==> src/rtl/hslot_pwm_pkg.sv <==
package hslot_pwm_pkg;

    // Compare results for the two half-cycle slots of one clock cycle
    typedef struct packed {
        logic even_hi;  // slot 2k is at or above the duty word
        logic odd_hi;   // slot 2k+1 is at or above the duty word
    } slot_dec_t;

    // XOR encoding: the new value for one flop, given the other flop,
    // so that the XOR of the two flops equals the wanted level
    function automatic logic xor_target(input logic want, input logic other);
        return want ^ other;
    endfunction

endpackage

==> src/rtl/hslot_cycle_ctr.sv <==
module hslot_cycle_ctr #(
    parameter int DUTY_W = 9,
    localparam int CNT_W = DUTY_W - 1
) (
    input  logic              clk,
    input  logic              rst,
    input  logic [DUTY_W-1:0] duty_in,
    output logic [CNT_W-1:0]  cnt_q,
    output logic [CNT_W-1:0]  cnt_nxt,
    output logic [DUTY_W-1:0] duty_q,
    output logic [DUTY_W-1:0] duty_nxt
);
    localparam logic [CNT_W-1:0] CNT_LAST = '1;
    localparam logic [CNT_W-1:0] CNT_ONE  = {{(CNT_W-1){1'b0}}, 1'b1};

    logic at_last;

    always_comb begin
        at_last  = (cnt_q == CNT_LAST);
        cnt_nxt  = cnt_q + CNT_ONE;
        duty_nxt = at_last ? duty_in : duty_q;
    end

    always_ff @(posedge clk or posedge rst) begin
        if (rst) begin
            cnt_q  <= CNT_LAST;
            duty_q <= '0;
        end else begin
            cnt_q  <= cnt_nxt;
            duty_q <= duty_nxt;
        end
    end

    // counter steps by one on every rising edge
    p_step_r8: assert property (@(posedge clk) disable iff (rst)
        (cnt_q != CNT_LAST) |=> (cnt_q == $past(cnt_q) + CNT_ONE));

    // wrap from the last cycle to cycle 0
    p_wrap_r8: assert property (@(posedge clk) disable iff (rst)
        (cnt_q == CNT_LAST) |=> (cnt_q == '0));

    // the active duty word holds inside a period
    p_hold_duty_r3: assert property (@(posedge clk) disable iff (rst)
        (cnt_q != CNT_LAST) |=> $stable(duty_q));

    // the duty word is loaded at the period boundary
    p_load_duty_r3: assert property (@(posedge clk) disable iff (rst)
        (cnt_q == CNT_LAST) |=> (duty_q == $past(duty_in)));

endmodule

==> src/rtl/hslot_slot_cmp.sv <==
module hslot_slot_cmp
    import hslot_pwm_pkg::*;
#(
    parameter int DUTY_W = 9,
    localparam int CNT_W = DUTY_W - 1
) (
    input  logic [CNT_W-1:0]  cnt_q,
    input  logic [CNT_W-1:0]  cnt_nxt,
    input  logic [DUTY_W-1:0] duty_q,
    input  logic [DUTY_W-1:0] duty_nxt,
    output slot_dec_t         dec
);
    // Even slot: the value that the next rising edge loads (cycle and duty)
    // Odd slot: the current cycle, used at the falling edge
    always_comb begin
        dec.even_hi = ({cnt_nxt, 1'b0} >= duty_nxt);
        dec.odd_hi  = ({cnt_q,   1'b1} >= duty_q);
    end

endmodule

==> src/rtl/hslot_merge.sv <==
module hslot_merge
    import hslot_pwm_pkg::*;
(
    input  logic      clk,
    input  logic      rst,
    input  slot_dec_t dec,
    output logic      pwm_o
);
    logic rise_q;
    logic fall_q;

    // Only one flop changes at each edge, so the XOR cannot glitch
    always_ff @(posedge clk or posedge rst) begin
        if (rst) rise_q <= 1'b0;
        else     rise_q <= xor_target(dec.even_hi, fall_q);
    end

    always_ff @(negedge clk or posedge rst) begin
        if (rst) fall_q <= 1'b0;
        else     fall_q <= xor_target(dec.odd_hi, rise_q);
    end

    assign pwm_o = rise_q ^ fall_q;

endmodule

==> src/rtl/hslot_pwm.sv <==
module hslot_pwm
    import hslot_pwm_pkg::*;
#(
    parameter int DUTY_W = 9,
    localparam int CNT_W = DUTY_W - 1
) (
    input  logic              clk,
    input  logic              rst,
    input  logic [DUTY_W-1:0] duty_in,
    output logic              pwm_o,
    output logic [CNT_W-1:0]  phase_o
);
    logic [CNT_W-1:0]  cnt_q;
    logic [CNT_W-1:0]  cnt_nxt;
    logic [DUTY_W-1:0] duty_act;
    logic [DUTY_W-1:0] duty_nxt;
    slot_dec_t         dec;

    hslot_cycle_ctr #(.DUTY_W(DUTY_W)) u_ctr (
        .clk      (clk),
        .rst      (rst),
        .duty_in  (duty_in),
        .cnt_q    (cnt_q),
        .cnt_nxt  (cnt_nxt),
        .duty_q   (duty_act),
        .duty_nxt (duty_nxt)
    );

    hslot_slot_cmp #(.DUTY_W(DUTY_W)) u_cmp (
        .cnt_q    (cnt_q),
        .cnt_nxt  (cnt_nxt),
        .duty_q   (duty_act),
        .duty_nxt (duty_nxt),
        .dec      (dec)
    );

    hslot_merge u_merge (
        .clk   (clk),
        .rst   (rst),
        .dec   (dec),
        .pwm_o (pwm_o)
    );

    assign phase_o = cnt_q;

    // at the end of the high phase the output shows the even slot
    p_even_slot_r1: assert property (@(negedge clk) disable iff (rst)
        !$past(rst) |-> (pwm_o == ({phase_o, 1'b0} >= duty_act)));

    // at the end of the low phase the output shows the odd slot
    p_odd_slot_r2: assert property (@(posedge clk) disable iff (rst)
        !$past(rst) |-> (pwm_o == ({phase_o, 1'b1} >= duty_act)));

endmodule

==> config.mk <==
export PLATFORM = sky130hd
export DESIGN_NAME = hslot_pwm
export DESIGN_NICKNAME = d
export VERILOG_FILES = /design/src/rtl/hslot_pwm_pkg.sv /design/src/rtl/hslot_cycle_ctr.sv /design/src/rtl/hslot_slot_cmp.sv /design/src/rtl/hslot_merge.sv /design/src/rtl/hslot_pwm.sv
export SDC_FILE = /design/constraint.sdc
export NUM_CORES = 1
export LEC_CHECK = 0
export ABC_AREA = 0
export CORE_UTILIZATION = 30
export CTS_CLUSTER_SIZE = 12
export DETAILED_ROUTE_END_ITERATION = 6
export DONT_BUFFER_PORTS = 1
export PLACE_DENSITY = 0.45
export SYNTH_ARGS = -nofsm -noshare
export SYNTH_HDL_FRONTEND = slang
export SYNTH_SLANG_ARGS = --single-unit
==> constraint.sdc <==
create_clock -name clk -period 3.5 [get_ports clk]
set_clock_uncertainty 0.05 [all_clocks]
set_input_delay 0.525 -clock clk [delete_from_list [all_inputs] [get_ports clk]]
set_output_delay 0.525 -clock clk [all_outputs]
set_load 0.01 [all_outputs]
After elaboration in Yosys (flattened, before gate mapping)
Cells that the tools add are included.
Storage, ports and cells
  bits in registers: 19
  output and inout bits: 9
  word-level logic and storage cells: 12
Cells by class
  add/subtract/negate cells: 1
  $lt $le $gt $ge: 2
  eq/ne operators: 1
  mux-type cells: 1
  bitwise operators: 3
Operator list (number)
  9-bit >= comparator: 2
  9-bit two-way mux: 1
  8-bit by 1-bit adder with 8-bit output, second input constant: 1
  8-bit == test, second input constant: 1
  1-bit XOR: 3

Depth between registers and ports, before layout
  depth in word-level cells: 4
  gate-level depth with buffers: 9
  gate-level depth less buffers: 9

Cells and area by module
Synthesis repeated with hierarchy kept, for this count alone.
Unflattened totals
  cells, all modules: 105
  area total of the unflattened synthesis: 1142.3 sq um
Modules (own cells, without submodules)
  hslot_cycle_ctr: instances 1, cells each 45, area an instance 678.2 sq um
  hslot_slot_cmp: instances 1, cells each 54, area an instance 384.1 sq um
  hslot_merge: instances 1, cells each 6, area an instance 80.1 sq um

==> impl_metrics.ini <==
[run_status]
status = complete, no violations

[floorplan]
die_y_um = 65.3
initial_core_util_pct = 32.1
coreArea_um2 = 3740
io_pins = 20
fp-row-count = 22
die_area_um2 = 4270
die_x_um = 65.3

[sta]
finalWorstSetupSlack_ns = 0.115
worst_pin_slew_ns = 0.374
drv_slew = 0
rsz0062_at_grt = no
whs_ns = 0.125
finalSetupTns_ns = 0
finalHoldViolCount = 0
setup_viol = 0
max_slew_margin_pct = 75.0

[clock_tree]
cts_buffers = 3
insertion_delay_ns = 0.27
clkTransAtPathRegs_ns = 0.07
postCtsHoldBufs = 0
cts_tree = yes
cts_htree_levels = 1
clock_sinks = 19
cts_setup_buffers = 0
cts_resized = 0
clock_path_buffers = 2
cts_root_buf = clkbuf_8

[critical_path]
r2r_cells = 6
critPathCaptureType = flop
required_ns = 1.79
cp-start-kind = flop
arrival_ns = 1.68
endpoint = u_merge.fall_q
reg2reg_slack_ns = 0.12
critPathKind = flop to flop
crit_path_start = u_ctr.cnt_q[0]
reg2reg_from = u_ctr.cnt_q[0]
cp_max_fo = 3
r2r-end = u_merge.fall_q

[final_layout]
fin_util_pct = 36.9
fill_cells = 409
drive_above_1_share_pct = 19.8
area_delta_synth_final_pct = 15.0
nNetsFinal = 160
antenna_cells_inserted = 0
multi_input_area_um2 = 642
register_area_um2 = 485

[detailed_routing]
routed_wl_mm = 2.71
first_pass_iters = 4
drt_iter0_drc = 29
ant_nets = 0
avgRoutedWirePerCell_um = 15.1
drc = 0
viasPerCell = 4.89
vias = 876

[synthesis]
syn_inst = 117
async_flop_share_pct = 100
avgSynthCellArea_um2 = 10.3
synth.top_cell.area_share_pct = 20.8
synthTopCellsByArea = dfrtp_1, ha_1, dfstp_2
yosysMostFrequentCell = inv_1
synth_seq_cells = 19
ys_seq_area_share_pct = 40.4
yosys-top-cells-count = inv_1, ha_1, dfrtp_1
syn-num-nets = 145
yosys.area.top_type = dfrtp_1
ys.flop_type = dfrtp_1
yosysUniqueCellTypes = 30
synth_edf_count = 0
yosysWarnings = 0
netlist_area_um2 = 1200

[global_routing]
grt.total_usage_pct = 14.5
grt_pass1_vias = 952
grt_pass1_wl_mm = 4.46
grt.overflow.total = 0
antenna_found_initial = 0
grt_max_degree = 20

[place]
dp_slack_ns = 0.109
routabilityCongestion = 0.716
hpwl_mm = 2.15
port_buffers = 0

[power_and_ir_drop]
power_mw = 0.382
peakVddDrop_uv = 84.7
p_leak_nw = 0.649
power_density_nw_per_um2 = 276

[worst_hold_path]
hp-class = input port to async pin

[flow_run]
cap_violations = 0
worst min path at each step:
stage | slack, ns | end | startpoint | depth (start not counted)
after floorplan | 0.42 | u_ctr.duty_q[0] | rst | 1
after CTS | 0.14 | u_ctr.duty_q[6] | rst | 2
after detailed placement | 0.42 | u_ctr.duty_q[6] | rst | 2
after global routing | 0.14 | u_ctr.duty_q[6] | rst | 2
final | 0.13 | u_ctr.duty_q[6] | rst | 2
after global placement | 0.41 | u_ctr.duty_q[5] | rst | 2
critical path, stage by stage (launching register included):
cell and delay [ns]:
dfstp_2 0.53, inv_1 0.06, ha_1 0.28, nand2_1 0.05
a31o_2 0.25, a31oi_1 0.16, o211ai_1 0.11
per-layer routing:
metal / track usage, % / vias to the layer above / wire length, um
met5: 0 / - / 0
met2: 22.6 / 12 / 1230
met1: 19.7 / 417 / 1370
met3: 2.78 / 4 / 68
met4: 5.71 / 0 / 39
li1: - / 443 / -
cell usage in the layout, fill, tap and decap left out, types with 2 or more instances in the layout:
master and n:
nand4_1 6, a21oi_1 4, buf_4 10, o211ai_1 2
dfstp_2 8, nand3_1 5, clkbuf_8 3, and3_1 3
mux2i_1 8, ha_1 17, nand2_1 6, o21ai_0 3
a211oi_1 2, xnor2_1 5, xor2_1 2, a31oi_1 2
dfrtp_1 10, inv_1 20
registers in the layout, indices dropped and copies added, names as in the netlist:
name / count
u_ctr.cnt_q: 8
u_merge.rise_q: 1
u_ctr.duty_q: 9
u_merge.fall_q: 1
cell families (layout without fill, tap and decap cells):
family          Yosys count  in the layout  share of synthesized area [%]
compound gates           18             18                           10.2
flops                    19             19                           40.4
simple gates             28             28                           13.7
xor+xnor                  7              7                           5.10
mux                       8              8                           6.66
buf+inv                  20             34                           6.24
fa+ha+maj                17             17                           17.7
report_power, final:
group | total (mW) | switching [mW] | internal, mW
clock | 0.156 | 0.0755 | 0.0810
sequential | 0.220 | 0 | 0.220
combinational | 0.00558 | 0.00452 | 0.00106
total | 0.382 | 0.0800 | 0.302
stage by stage:
| stage | cell area [um2] | cells |
|---|---|---|
| after global routing | 1380 | 179 |
| final | 1380 | 179 |
| after global placement | 1340 | 175 |
| after detailed placement | 1340 | 175 |
| after floorplan | 1200 | 117 |
| after CTS | 1380 | 179 |
cell type report:
cell class                      count  area share (%)
Multi-Input combinational cell     78            46.4
Sequential cell                    19            35.1
Timing Repair Buffer               10            5.43
Inverter                           20            5.43
Tap cell                           48            4.34
Clock buffer                        4            3.26
No activity file was read; power rests on OpenSTA's default activity.
